File: src/rtl/vxfer_pkg.sv
package vxfer_pkg;
  localparam int VX_PHASES = 4;   // storage phases
  localparam int VX_STATES = 8;   // states in one full pattern cycle (power of two)
  localparam int VX_HIGH   = 5;   // states each phase stays high
  localparam int VX_SHIFT  = 2;   // state offset between neighbouring phases
  localparam int VX_STEPS  = 4;   // states per line shift
  localparam int VX_STW    = $clog2(VX_STATES);
  localparam int VX_SPW    = $clog2(VX_STEPS);

  typedef logic [VX_STW-1:0] vx_state_t;
endpackage

File: src/rtl/vxfer_ctrl.sv
module vxfer_ctrl #(
  parameter int DIV_W = 4,
  parameter int STEPS = vxfer_pkg::VX_STEPS,
  localparam int SPW  = (STEPS > 1) ? $clog2(STEPS) : 1
) (
  input  logic             clk,
  input  logic             rst,
  input  logic             req,
  input  logic [DIV_W-1:0] div_n,
  output logic             adv,
  output logic             fin,
  output logic [DIV_W-1:0] n_held
);
  localparam logic [SPW-1:0] LAST = SPW'(STEPS - 1);

  logic             busy;
  logic [DIV_W-1:0] cnt;
  logic [SPW-1:0]   step;
  logic [DIV_W-1:0] n_eff;
  logic             start;
  logic             expire;

  assign n_eff  = (div_n == '0) ? DIV_W'(1) : div_n;
  assign start  = req & ~busy;
  assign expire = busy & (cnt == '0);
  assign adv    = start | (expire & (step != LAST));
  assign fin    = expire & (step == LAST);

  always_ff @(posedge clk) begin
    if (rst) begin
      busy   <= 1'b0;
      cnt    <= '0;
      step   <= '0;
      n_held <= DIV_W'(1);
    end else if (start) begin
      busy   <= 1'b1;
      n_held <= n_eff;
      cnt    <= n_eff - DIV_W'(1);
      step   <= '0;
    end else if (busy) begin
      if (cnt == '0) begin
        if (step == LAST) begin
          busy <= 1'b0;
        end else begin
          step <= step + SPW'(1);
          cnt  <= n_held - DIV_W'(1);
        end
      end else begin
        cnt <= cnt - DIV_W'(1);
      end
    end
  end
endmodule

File: src/rtl/vxfer_phase_gen.sv
module vxfer_phase_gen #(
  parameter int NP     = vxfer_pkg::VX_PHASES,
  parameter int STATES = vxfer_pkg::VX_STATES,
  parameter int HIGH   = vxfer_pkg::VX_HIGH,
  parameter int SHIFT  = vxfer_pkg::VX_SHIFT,
  localparam int STW   = $clog2(STATES)
) (
  input  logic          clk,
  input  logic          rst,
  input  logic          adv,
  output logic [NP-1:0] phase
);
  logic [STW-1:0] pos_q;
  logic [STW-1:0] pos_nxt;
  logic [NP-1:0]  lvl_nxt;
  logic [NP-1:0]  lvl_rst;

  assign pos_nxt = adv ? pos_q + STW'(1) : pos_q;

  for (genvar k = 0; k < NP; k++) begin : g_phase
    localparam logic [STW-1:0] OFS = STW'((k * SHIFT) % STATES);
    logic [STW-1:0] rel_run;
    logic [STW-1:0] rel_zero;
    assign rel_run    = pos_nxt - OFS;
    assign rel_zero   = '0 - OFS;
    assign lvl_nxt[k] = ({1'b0, rel_run}  < (STW+1)'(HIGH));
    assign lvl_rst[k] = ({1'b0, rel_zero} < (STW+1)'(HIGH));
  end

  always_ff @(posedge clk) begin
    if (rst) begin
      pos_q <= '0;
      phase <= lvl_rst;
    end else begin
      pos_q <= pos_nxt;
      phase <= lvl_nxt;
    end
  end
endmodule

File: src/rtl/vxfer_clamp.sv
module vxfer_clamp #(
  parameter int DIV_W = 4
) (
  input  logic             clk,
  input  logic             rst,
  input  logic             fin,
  input  logic [DIV_W-1:0] n_held,
  output logic             done,
  output logic             clamp
);
  logic [DIV_W-1:0] left;

  always_ff @(posedge clk) begin
    if (rst) begin
      done  <= 1'b0;
      clamp <= 1'b0;
      left  <= '0;
    end else begin
      done <= fin;
      if (fin) begin
        clamp <= 1'b1;
        left  <= n_held - DIV_W'(1);
      end else if (clamp) begin
        if (left == '0) clamp <= 1'b0;
        else            left  <= left - DIV_W'(1);
      end
    end
  end
endmodule

File: src/rtl/vxfer_seq.sv
module vxfer_seq #(
  parameter int DIV_W      = 4,
  parameter int NUM_PHASES = vxfer_pkg::VX_PHASES
) (
  input  logic                  clk,
  input  logic                  rst,
  input  logic                  xfer_req,
  input  logic [DIV_W-1:0]      div_n,
  output logic [NUM_PHASES-1:0] phase_o,
  output logic                  clamp_o,
  output logic                  done_o
);
  logic             adv;
  logic             fin;
  logic [DIV_W-1:0] n_held;

  vxfer_ctrl #(.DIV_W(DIV_W), .STEPS(vxfer_pkg::VX_STEPS)) u_ctrl (
    .clk(clk), .rst(rst), .req(xfer_req), .div_n(div_n),
    .adv(adv), .fin(fin), .n_held(n_held)
  );

  vxfer_phase_gen #(
    .NP(NUM_PHASES), .STATES(vxfer_pkg::VX_STATES),
    .HIGH(vxfer_pkg::VX_HIGH), .SHIFT(vxfer_pkg::VX_SHIFT)
  ) u_phase (
    .clk(clk), .rst(rst), .adv(adv), .phase(phase_o)
  );

  vxfer_clamp #(.DIV_W(DIV_W)) u_clamp (
    .clk(clk), .rst(rst), .fin(fin), .n_held(n_held),
    .done(done_o), .clamp(clamp_o)
  );
endmodule

File: config.mk
export PLATFORM = sky130hd
export DESIGN_NAME = vxfer_seq
export DESIGN_NICKNAME = d
export VERILOG_FILES = /design/src/rtl/vxfer_pkg.sv /design/src/rtl/vxfer_ctrl.sv /design/src/rtl/vxfer_phase_gen.sv /design/src/rtl/vxfer_clamp.sv /design/src/rtl/vxfer_seq.sv
export SDC_FILE = /design/constraint.sdc
export NUM_CORES = 1
export LEC_CHECK = 0
export BUFFER_PORTS_ARGS = -buffer_cell sky130_fd_sc_hd__buf_2
export CAP_MARGIN = 20
export CORE_ASPECT_RATIO = 0.7
export CORE_UTILIZATION = 57
export DETAILED_ROUTE_END_ITERATION = 10
export PLACE_DENSITY = 0.77
export SETUP_SLACK_MARGIN = 0.2
export SLEW_MARGIN = 0
export SYNTH_ARGS = -nofsm -noshare
export SYNTH_HDL_FRONTEND = slang
export SYNTH_SLANG_ARGS = --single-unit
File: constraint.sdc
create_clock -name clk -period 2 [get_ports clk]
set_input_delay 0.1 -clock clk [delete_from_list [all_inputs] [get_ports clk]]
set_output_delay 0.1 -clock clk [all_outputs]
set_load 0.01 [all_outputs]
==> results of run 1 <==
-- per-stage QoR --
| stage | hold WS, ns | std cells | total power [W] |
|---|---|---|---|
| after floorplan | 0.2360 | 158 | 0.0007989 |
| after global placement | 0.3695 | 204 | 0.0008800 |
| after detailed placement | 0.3714 | 204 | 0.0008899 |
| after CTS | 0.006241 | 208 | 0.001251 |
| after global routing | 0.01450 | 210 | 0.001371 |
| final | 0.01147 | 210 | 0.001316 |
-- layer usage --
layer | vias up | global-route usage [%] | share of wire (%) | wire length (microns)
li1 | 610 | - | - | -
met5 | - | 0 | 0 | 0
met2 | 50 | 40.22 | 44 | 1525
met3 | 3 | 7.622 | 7.7 | 266
met1 | 583 | 41.18 | 48 | 1642
met4 | 0 | 5.000 | 0.49 | 17
-- layout by cell type (no fill, tap or decap), drive strengths merged, types with 2 or more instances in the layout --
cell type   n
a211oi      5
a21o        2
a21oi      12
a31oi       3
and2        2
buf        22
clkbuf      3
dfxtp      24
ha          7
inv        11
mux2i       2
nand2      14
nand2b      2
nand3       5
nand3b      3
nor2       11
nor2b       4
nor3        7
nor3b       2
nor4bb      2
o211ai      2
o21ai       8
or3b        2
xnor2       4
xor2        4
-- worst max path at each step --
| stage | start | to | slack, ns | cells past startpoint |
|---|---|---|---|---|
| global placement | u_ctrl.cnt[0] | u_phase.phase[1] | 0.19 | 6 |
| floorplan | u_phase.pos_q[0] | u_phase.phase[3] | 0.27 | 5 |
| global route | u_ctrl.busy | u_phase.phase[3] | 0.11 | 4 |
| detailed placement | u_ctrl.cnt[0] | u_phase.phase[1] | 0.14 | 6 |
| CTS | u_ctrl.cnt[0] | u_phase.phase[1] | 0.20 | 6 |
| finish | u_ctrl.busy | u_phase.phase[3] | 0.22 | 4 |
-- worst register-to-register path: cells and delay by family, from the launching register on --
family | cells | cell delay [ns]
flip-flops | 1 | 0.63
AO/OA/AOI/OAI | 3 | 0.69
AND/OR/NAND/NOR | 1 | 0.36
-- state kept, by name, summed over array words and instances, names as in the netlist --
signal         flops
u_ctrl.cnt         4
u_clamp.left       4
u_ctrl.step        2
u_ctrl.n_held      4
u_phase.phase      4
u_clamp.clamp      1
u_ctrl.busy        1
u_clamp.done       1
u_phase.pos_q      3
-- area by class of cell --
class,count,area share (%)
timing repair buffer,22,8.346
clock inverter,1,1.855
multi-input combinational,117,53.48
inverter,11,2.550
sequential,24,29.91
clock buffer,3,1.391
tap,32,2.473
-- cells by family (layout without fill, tap and decap cells) --
| logic type | after synthesis | in the layout |
|---|---|---|
| xor gates and xnor gates | 8 | 8 |
| and+or+nand+nor | 57 | 57 |
| buffers and inverters | 17 | 37 |
| AOI/OAI and AO/OA | 43 | 43 |
| adders and majority gates | 7 | 7 |
| DFF | 24 | 24 |
| muxes | 2 | 2 |
-- power by group through the flow --
stage	Clock, W	Combinational [W]	Sequential (W)
after floorplan	0	0.000235	0.000564
after global placement	0	0.000322	0.000558
after detailed placement	0	0.000329	0.000561
after CTS	0.000362	0.000338	0.000551
after global routing	0.000380	0.000426	0.000565
final	0.000363	0.000393	0.000560
-- repair_timing --
action,CTS,global route
resized for setup,1,14
pin swaps,0,4
buffers inserted,0,2
endpoints found under the setup margin,5,10
==> run_results.csv, run 1 <==
group,metric,value,unit
floorplanning,io_pins,13,
synth,synthAdderAreaFrac,6.434,%
pwr,p_clk_share,27.6,%
pwr,pwr-share-seq,42.6,%
clock_tree,cts_max_path_buffers,2,
critical_path,crit_path_max_fanout,13,
cells_and_area,register_area,484.2,sq um
clock_tree,clockRootBuffer,"clkbuf_4",
global_routing,grtUsageTotal,27.74,%
synth,synthMuxAreaShare,1.471,%
routing,drc,0,
routing,viasPerCell,5.933,
critical_path,worstSetupPathType,"flop to flop",
routing,vias,1246,
critical_path,r2r-start,"u_ctrl.busy",
cells_and_area,stdcell_area,1619,sq um
synth,netlist_instances,158,
critical_path,timing.reg2reg.setup_slack,0.22,ns
timing,worst_slew_pin_slew,0.8743,ns
critical_path,cp-start-kind,"flop",
timing,hold_viol_final,0,
min_path,hold_path_end,"u_ctrl.n_held[3]",
critical_path,path_buf_inv,0,
global_routing,grt_pass1_vias,1143,
routing,drt-total-wl,3452,microns
placed_design,place_hpwl,2454,microns
critical_path,worstPathCellList,"nor4bb_1 -> a21oi_1 -> a221oi_1 -> o21ai_1",
timing,setup-tns-final,0,ns
cells_and_area,drive_above_1_share,26.40,%
placed_design,gp_congestion,0.9458,
synth,synth_edf_count,0,
timing,fmax,563.1,MHz
cells_and_area,num_antenna_cells,0,
critical_path,required,2.23,ns
pwr,switching_share,31.59,%
floorplanning,rows,14,
global_routing,grt_max_degree,18,
synth,synth_xor_area_share,5.147,%
synth,synth_nets,172,
synth,yosys.area_share.simple,23.44,%
floorplanning,dieWidth,60.41,microns
clock_tree,cts_hold_buffers,0,
timing,clock_skew,0.006134,ns
synth,synth-compound-area-share,22.79,%
placed_design,dp_slack,0.1375,ns
clock_tree,cts_sinks,24,
cells_and_area,fin_util,73.36,%
critical_path,r2r-end,"u_phase.phase[3]",
routing,firstDrtPassIters,4,
cells_and_area,multi_input_area,865.8,sq um
global_routing,grt_antenna_before_repair,0,
cells_and_area,n_fill_cell,180,
synth,netlist_area,1361,sq um
synth,yosys.area.top_type,"dfxtp_1",
global_routing,grt-ovfl-total,0,
critical_path,critPathCaptureType,"flop",
min_path,min_from,"div_n[3]",
routing,dr.first_iter.drc_count,69,
critical_path,cpPeakStageDelay,0.63,ns
job,maxCapViolCount,0,
timing,report.final.slew_viol_count,0,
pwr,vdd_drop_max,0.4796,mV
routing,wl_per_cell,16.44,microns
clock_tree,clkSlewWorstSetupHoldPaths,0.14,ns
timing,setup_violations,0,
synth,yosys_warnings,0,
cells_and_area,nNetsFinal,193,
synth,ys_ff_latch,24,
floorplanning,die_area,2591,sq um
synth,synth.distinct_cells,45,
pwr,power_density,812.7,nW/um^2
outcome,outcome,"complete, no violations",
clock_tree,cts_tree,"built",
min_path,hold_depth,3,
synth,ys_top_cells_by_area,"dfxtp_1, ha_1, a21oi_1",
synth,yosysSeqAreaShare,35.29,%
clock_tree,numCtsBuffers,3,
floorplanning,core,2207,sq um
critical_path,critPathArrivalTime,2.00,ns
timing,relSlewSlack,40.97,%
routing,antenna_left,0,
placed_design,placed_area,1489,sq um
global_routing,grt_pass1_wl,5264,microns
critical_path,reg2regPathDepth,4,
floorplanning,initial_utilization,61.68,%
synth,avgSynthCellArea,8.616,sq um
synth,synth_top_cell_area_share,35.29,%
pwr,p_switching,0.0004156,W
timing,period_needed,1.776,ns
pwr,power_frac_comb,29.8,%
clock_tree,htree_levels,1,
timing,setup_ws,0.2242,ns
synth,synthFlopType,"dfxtp_1",
synth,yosys.cell_count.top_type,"dfxtp_1",
placed_design,io_buffers,12,
synth,synth-async-reset-ratio,0,%
critical_path,crit_slowest_cell,"dfxtp_1",
timing,finalCritPeriodShare,88.79,%
min_path,hp-class,"primary input to flop",
cells_and_area,syn_to_final_growth,18.93,%
clock_tree,clk_latency,0.33,ns
synth,synth_top_family_by_area,"simple AND/OR/NAND/NOR gates",
timing,rsz0062_at_grt,"no",
critical_path,path_delay_family,"compound AO/OA/AOI/OAI gates",
pwr,p_leak,0.6475,nW
synth,yosys-top-cells-count,"dfxtp_1, nand2_1, a21oi_1, inv_1, nor2_1",
pwr,cell_internal_pwr,0.0009002,W
floorplanning,fp.dieH,42.89,microns
(Power assumes the default switching activity.)
==> inputs of run 2 (changes only) <==
- ABC_AREA: unset -> 1
- ABC_CLOCK_PERIOD_IN_PS: unset -> 2000
==> run_results.csv, run 2 <==
group,metric,value,unit
outcome,outcome,"complete, no violations",
routing,firstDrtPassIters,6,
floorplanning,initial_utilization,61.00,%
clock_tree,htree_levels,1,
placed_design,gp_congestion,0.8937,
synth,synth.distinct_cells,27,
critical_path,critPathCaptureType,"flop",
synth,yosys.cell_count.top_type,"nand2_1",
clock_tree,cts_max_path_buffers,2,
clock_tree,cts_resized,0,
global_routing,grt-ovfl-total,0,
timing,worst_slew_pin_slew,0.3625,ns
min_path,hp-class,"primary input to flop",
clock_tree,clockRootBuffer,"clkbuf_4",
pwr,p_leak,0.6836,nW
synth,ys_top_cells_by_area,"dfxtp_1, nand2_1, inv_1",
timing,rsz0062_at_grt,"no",
critical_path,timing.reg2reg.setup_slack,0.38,ns
floorplanning,dieWidth,59.63,microns
clock_tree,cts_hold_buffers,0,
routing,drt-total-wl,2586,microns
cells_and_area,most-common-layout-cells,"nand2_1, inv_1, dfxtp_1, nor2_1, nand3_1",
critical_path,r2r-start,"u_ctrl.cnt[0]",
synth,netlist_area,1325,sq um
cells_and_area,final_common_cell,"nand2_1",
synth,synth_nets,198,
timing,relSlewSlack,75.81,%
routing,vias,1188,
global_routing,grt_pass1_vias,993,
synth,synth_edf_count,0,
floorplanning,io_pins,13,
critical_path,critPathArrivalTime,1.84,ns
routing,viasPerCell,5.188,
synth,yosys-top-cells-count,"nand2_1, inv_1, dfxtp_1, nand3_1, nor2_1",
synth,yosys.area.top_type,"dfxtp_1",
clock_tree,postCtsSetupRepairBufs,0,
timing,clock_skew,0.001957,ns
cells_and_area,nNetsFinal,212,
global_routing,grt_pass1_wl,4381,microns
global_routing,grt_max_degree,14,
floorplanning,rows,14,
critical_path,reg2regPathDepth,9,
timing,fmax,617.9,MHz
cells_and_area,num_antenna_cells,0,
clock_tree,clk_latency,0.32,ns
synth,ys_ff_latch,24,
synth,synthFlopType,"dfxtp_1",
timing,finalCritPeriodShare,80.92,%
placed_design,io_buffers,12,
timing,setup_ws,0.3816,ns
cells_and_area,register_area,480.5,sq um
timing,period_needed,1.618,ns
critical_path,crit_slowest_cell,"dfxtp_1",
synth,synth-async-reset-ratio,0,%
floorplanning,core,2172,sq um
min_path,min_from,"div_n[1]",
cells_and_area,drive_above_1_share,15.23,%
timing,setup-tns-final,0,ns
critical_path,critPathCapture,"u_ctrl.cnt[0]",
critical_path,r2r-end,"u_ctrl.cnt[0]",
global_routing,grtUsageTotal,23.65,%
placed_design,place_hpwl,1996,microns
pwr,power_density,748.3,nW/um^2
clock_tree,cts_sinks,24,
synth,avgSynthCellArea,7.201,sq um
timing,setup_violations,0,
floorplanning,fp.dieH,42.34,microns
cells_and_area,multi_input_area,710.7,sq um
critical_path,crit_path_max_fanout,10,
critical_path,cpPeakStageDelay,0.34,ns
job,maxCapViolCount,0,
routing,drc,0,
synth,netlist_instances,184,
cells_and_area,syn_to_final_growth,8.876,%
timing,report.final.slew_viol_count,0,
critical_path,required,2.22,ns
cells_and_area,n_fill_cell,218,
critical_path,startpoint,"u_ctrl.cnt[0]",
clock_tree,clkSlewWorstSetupHoldPaths,0.12,ns
routing,wl_per_cell,11.29,microns
placed_design,dp_slack,0.4271,ns
synth,yosysSeqAreaShare,36.26,%
critical_path,worstPathCellList,"inv_1 -> ha_1 -> nand2_1 -> nor2_4 -> nand3_4 -> nand2_4 -> inv_2 -> o21ai_0 -> nor2_1",
critical_path,worstSetupPathType,"flop to flop",
routing,antenna_left,0,
synth,yosys_warnings,0,
timing,hold_viol_final,0,
pwr,vdd_drop_max,0.3722,mV
synth,synth_top_cell_area_share,36.26,%
clock_tree,numCtsBuffers,3,
critical_path,cp-start-kind,"flop",
routing,dr.first_iter.drc_count,76,
clock_tree,cts_tree,"built",
global_routing,grt_antenna_before_repair,0,
floorplanning,die_area,2525,sq um
-- run 2: changes by cell type in the layout (fill, tap and decap cells not counted), moves of 8 or more --
cell and change:
nand2_1 +23, inv_1 +17, nand3_1 +14, buf_4 -10, nor2_1 +8
-- run 2: cell families after synthesis --
| kind of cell | synth area share (%) |
|---|---|
| AND/OR/NAND/NOR | 33.62 |
| buffers and inverters | 10.10 |
| AO/OA/AOI/OAI | 10.10 |
| flip-flops | 36.26 |
| adder cells (fa/ha/maj) | 6.610 |
| XOR/XNOR | 3.306 |
-- run 2: stage by stage --
step                instances   power, W  area [sq um]  hold slack, ns  util (%)
detailed placement        225  0.0008329          1406          0.4015     64.75
CTS                       229   0.001083          1443         0.06094     66.42
global placement          225  0.0008230          1406          0.3941     64.75
floorplan                 184  0.0007698          1325          0.2733         -
global route              229   0.001147          1443         0.07452     66.42
finish                    229   0.001080          1443         0.06697     66.42
-- run 2: how the worst min path moves through the flow --
stage | to | slack, ns | cells past startpoint
final | u_ctrl.n_held[1] | 0.07 | 3
after global routing | u_ctrl.n_held[3] | 0.07 | 3
after CTS | u_ctrl.n_held[1] | 0.06 | 3
after detailed placement | u_ctrl.n_held[1] | 0.40 | 3
after global placement | u_ctrl.n_held[1] | 0.39 | 3
after floorplan | u_ctrl.n_held[1] | 0.27 | 2
-- run 2: routing by layer --
metal / part of all wire [%] / vias to the layer above / track usage, %
li1: - / 617 / -
met1: 50 / 537 / 34.18
met2: 43 / 29 / 35.51
met3: 6.0 / 5 / 4.938
met4: 1.2 / 0 / 6.977
met5: 0 / - / 0
-- run 2: power by group --
group / switching, W / internal [W]
Clock: 0.000142 / 0.000111
Combinational: 0.000176 / 0.000102
Sequential: 0.0000287 / 0.000518
Total: 0.000348 / 0.000732
-- run 2: layout make-up --
cell class / instances / area share [%]
Tap cell: 32 / 2.775
Timing Repair Buffer: 12 / 4.163
Clock buffer: 4 / 2.515
Sequential cell: 24 / 33.30
Inverter: 30 / 7.979
Multi-Input combinational cell: 127 / 49.26
-- run 2: critical path: cells and delay by family (launching register included) --
kind | cells | cell delay (ns)
AOI/OAI and AO/OA | 1 | 0.14
and+or+nand+nor | 5 | 0.63
buffers and inverters | 2 | 0.16
adders and majority gates | 1 | 0.26
DFF | 1 | 0.34
==> inputs of run 3 (changes only) <==
- ABC_AREA: 1 -> 0
- ABC_CLOCK_PERIOD_IN_PS: 2000 -> 1520
- clock period: 2 -> 1.52 ns (I/O delays scaled with it)
==> run_results.csv, run 3 (synthesized netlist as in run 1, its figures left out) <==
group,metric,value,unit
cells_and_area,nNetsFinal,227,
clock_tree,cts_tree,"built",
routing,viasPerCell,7.082,
pwr,power_density,927.2,nW/um^2
placed_design,dp_slack,-0.1979,ns
timing,rsz0062_at_grt,"yes",
pwr,power_frac_comb,47.4,%
global_routing,grt_max_degree,18,
min_path,hp-class,"primary input to flop",
floorplanning,dieWidth,60.41,microns
timing,fmax,537.0,MHz
cells_and_area,n_fill_cell,42,
timing,relSlewSlack,34.16,%
floorplanning,fp.dieH,42.89,microns
routing,vias,1728,
outcome,outcome,"complete, but fails checks",
critical_path,critPathCaptureType,"flop",
cells_and_area,most-common-layout-cells,"buf_4, dfxtp_1, buf_6, buf_2, nand2_1",
critical_path,cpPeakStageDelay,0.47,ns
placed_design,placed_area,1707,sq um
floorplanning,rows,14,
routing,wl_per_cell,25.80,microns
min_path,hold_depth,3,
timing,finalCritPeriodShare,122.5,%
global_routing,grtUsageTotal,35.81,%
pwr,vdd_drop_max,0.6029,mV
pwr,p_clk_share,15.5,%
timing,worst_slew_pin_slew,0.9752,ns
cells_and_area,final_common_cell,"buf_4",
clock_tree,clockRootBuffer,"clkbuf_4",
timing,clock_skew,0.01807,ns
critical_path,critPathArrivalTime,2.10,ns
timing,report.final.slew_viol_count,0,
job,maxCapViolCount,0,
clock_tree,htree_levels,1,
timing,setup_violations,17,
timing,hold_viol_final,0,
floorplanning,io_pins,13,
outcome,violations,"setup timing",
global_routing,grt_pass1_wl,6803,microns
cells_and_area,fin_util,97.00,%
clock_tree,clkSlewWorstSetupHoldPaths,0.14,ns
cells_and_area,multi_input_area,1096,sq um
critical_path,worstSetupPathType,"flop to flop",
critical_path,worstPathCellList,"ha_4 -> nor4bb_2 -> a21oi_1 -> a221oi_1 -> o21ai_1",
global_routing,grt_pass1_vias,1443,
timing,timing.hold.ws,0.04366,ns
floorplanning,die_area,2591,sq um
cells_and_area,syn_to_final_growth,57.26,%
clock_tree,cts_max_path_buffers,2,
critical_path,required,1.76,ns
critical_path,crit_path_max_fanout,4,
pwr,p_switching,0.0007528,W
routing,drc,0,
cells_and_area,stdcell_area,2141,sq um
floorplanning,initial_utilization,61.68,%
timing,setup-tns-final,-2.589,ns
pwr,switching_share,37.93,%
critical_path,reg2regPathDepth,5,
critical_path,cp-start-kind,"flop",
pwr,cell_internal_pwr,0.001232,W
clock_tree,cts_sinks,24,
cells_and_area,num_antenna_cells,0,
cells_and_area,register_area,494.2,sq um
routing,antenna_left,0,
timing,period_needed,1.862,ns
cells_and_area,drive_above_1_share,57.55,%
placed_design,gp_congestion,0.9184,
placed_design,place_hpwl,2652,microns
timing,setup_ws,-0.3420,ns
pwr,p_leak,0.8692,nW
placed_design,io_buffers,12,
routing,drt-total-wl,6295,microns
clock_tree,numCtsBuffers,3,
critical_path,crit_slowest_cell,"nor4bb_2",
floorplanning,core,2207,sq um
global_routing,grt-ovfl-total,0,
routing,dr.first_iter.drc_count,332,
clock_tree,clk_latency,0.34,ns
routing,firstDrtPassIters,9,
pwr,pwr-share-seq,37.1,%
global_routing,grt_antenna_before_repair,0,
[run 3: cell types whose count changed in the layout (fill, tap and decap cells not counted), moves of 8 or more]
cell / before / now
buf_6: 0 / 14
nand3_1: 18 / 1
dfxtp_2: 0 / 8
inv_1: 27 / 7
nor2_1: 18 / 7
o21ai_0: 12 / 1
nand2_1: 37 / 10
buf_4: 0 / 30
dfxtp_1: 24 / 15
[run 3: worst paths after layout]
check / start / to / slack (ns)
setup / recovery: u_phase.pos_q[0] / u_phase.phase[3] / -0.34
hold / removal: div_n[3] / u_ctrl.n_held[3] / 0.04
setup reg to reg: u_phase.pos_q[0] / u_phase.phase[3] / -0.34
hold reg to reg: u_ctrl.n_held[1] / u_ctrl.n_held[1] / 0.51
[run 3: power groups by stage]
stage / registers [W] / logic [W] / clock network (W)
after floorplan: 0.000752 / 0.000323 / 0
after global placement: 0.000732 / 0.000554 / 0
after detailed placement: 0.000735 / 0.000574 / 0
after CTS: 0.000724 / 0.000710 / 0.000290
after global routing: 0.000737 / 0.000999 / 0.000328
final: 0.000736 / 0.000940 / 0.000308
[run 3: repair_timing]
action / 4_1_cts / 5_1_grt
pin swaps: 18 / 12
setup endpoints to repair: 21 / 23
gates resized for setup: 38 / 33
endpoints found under the hold margin: 0 / 0
hold buffers: 0 / 0
buffers inserted: 11 / 4
[run 3: through the flow]
step	power (W)	instances
global placement	0.001286	225
global route	0.002064	244
floorplan	0.001075	158
CTS	0.001724	240
finish	0.001985	244
detailed placement	0.001309	225
[run 3: layer usage]
layer	global-route usage (%)	up-vias	part of all wire, %	wire (microns)
met1	47.36	784	35	2180
met4	11.36	0	9.0	568
met2	56.04	181	43	2707
met3	10.06	87	13	838
li1	-	676	-	-
met5	0	-	0	0
[run 3: area by class of cell]
type | count | area share (%)
Timing Repair Buffer | 56 | 20.69
Multi-Input combinational cell | 117 | 51.20
Clock buffer | 4 | 1.227
Inverter | 11 | 1.929
Sequential cell | 24 | 23.09
Tap cell | 32 | 1.870
[run 3: worst max-delay path, delay by kind of cell, from the launching register on]
kind,cells,cell delay [ns]
compound gates,3,0.75
simple gates,1,0.47
flops,1,0.39
fa+ha+maj,1,0.15
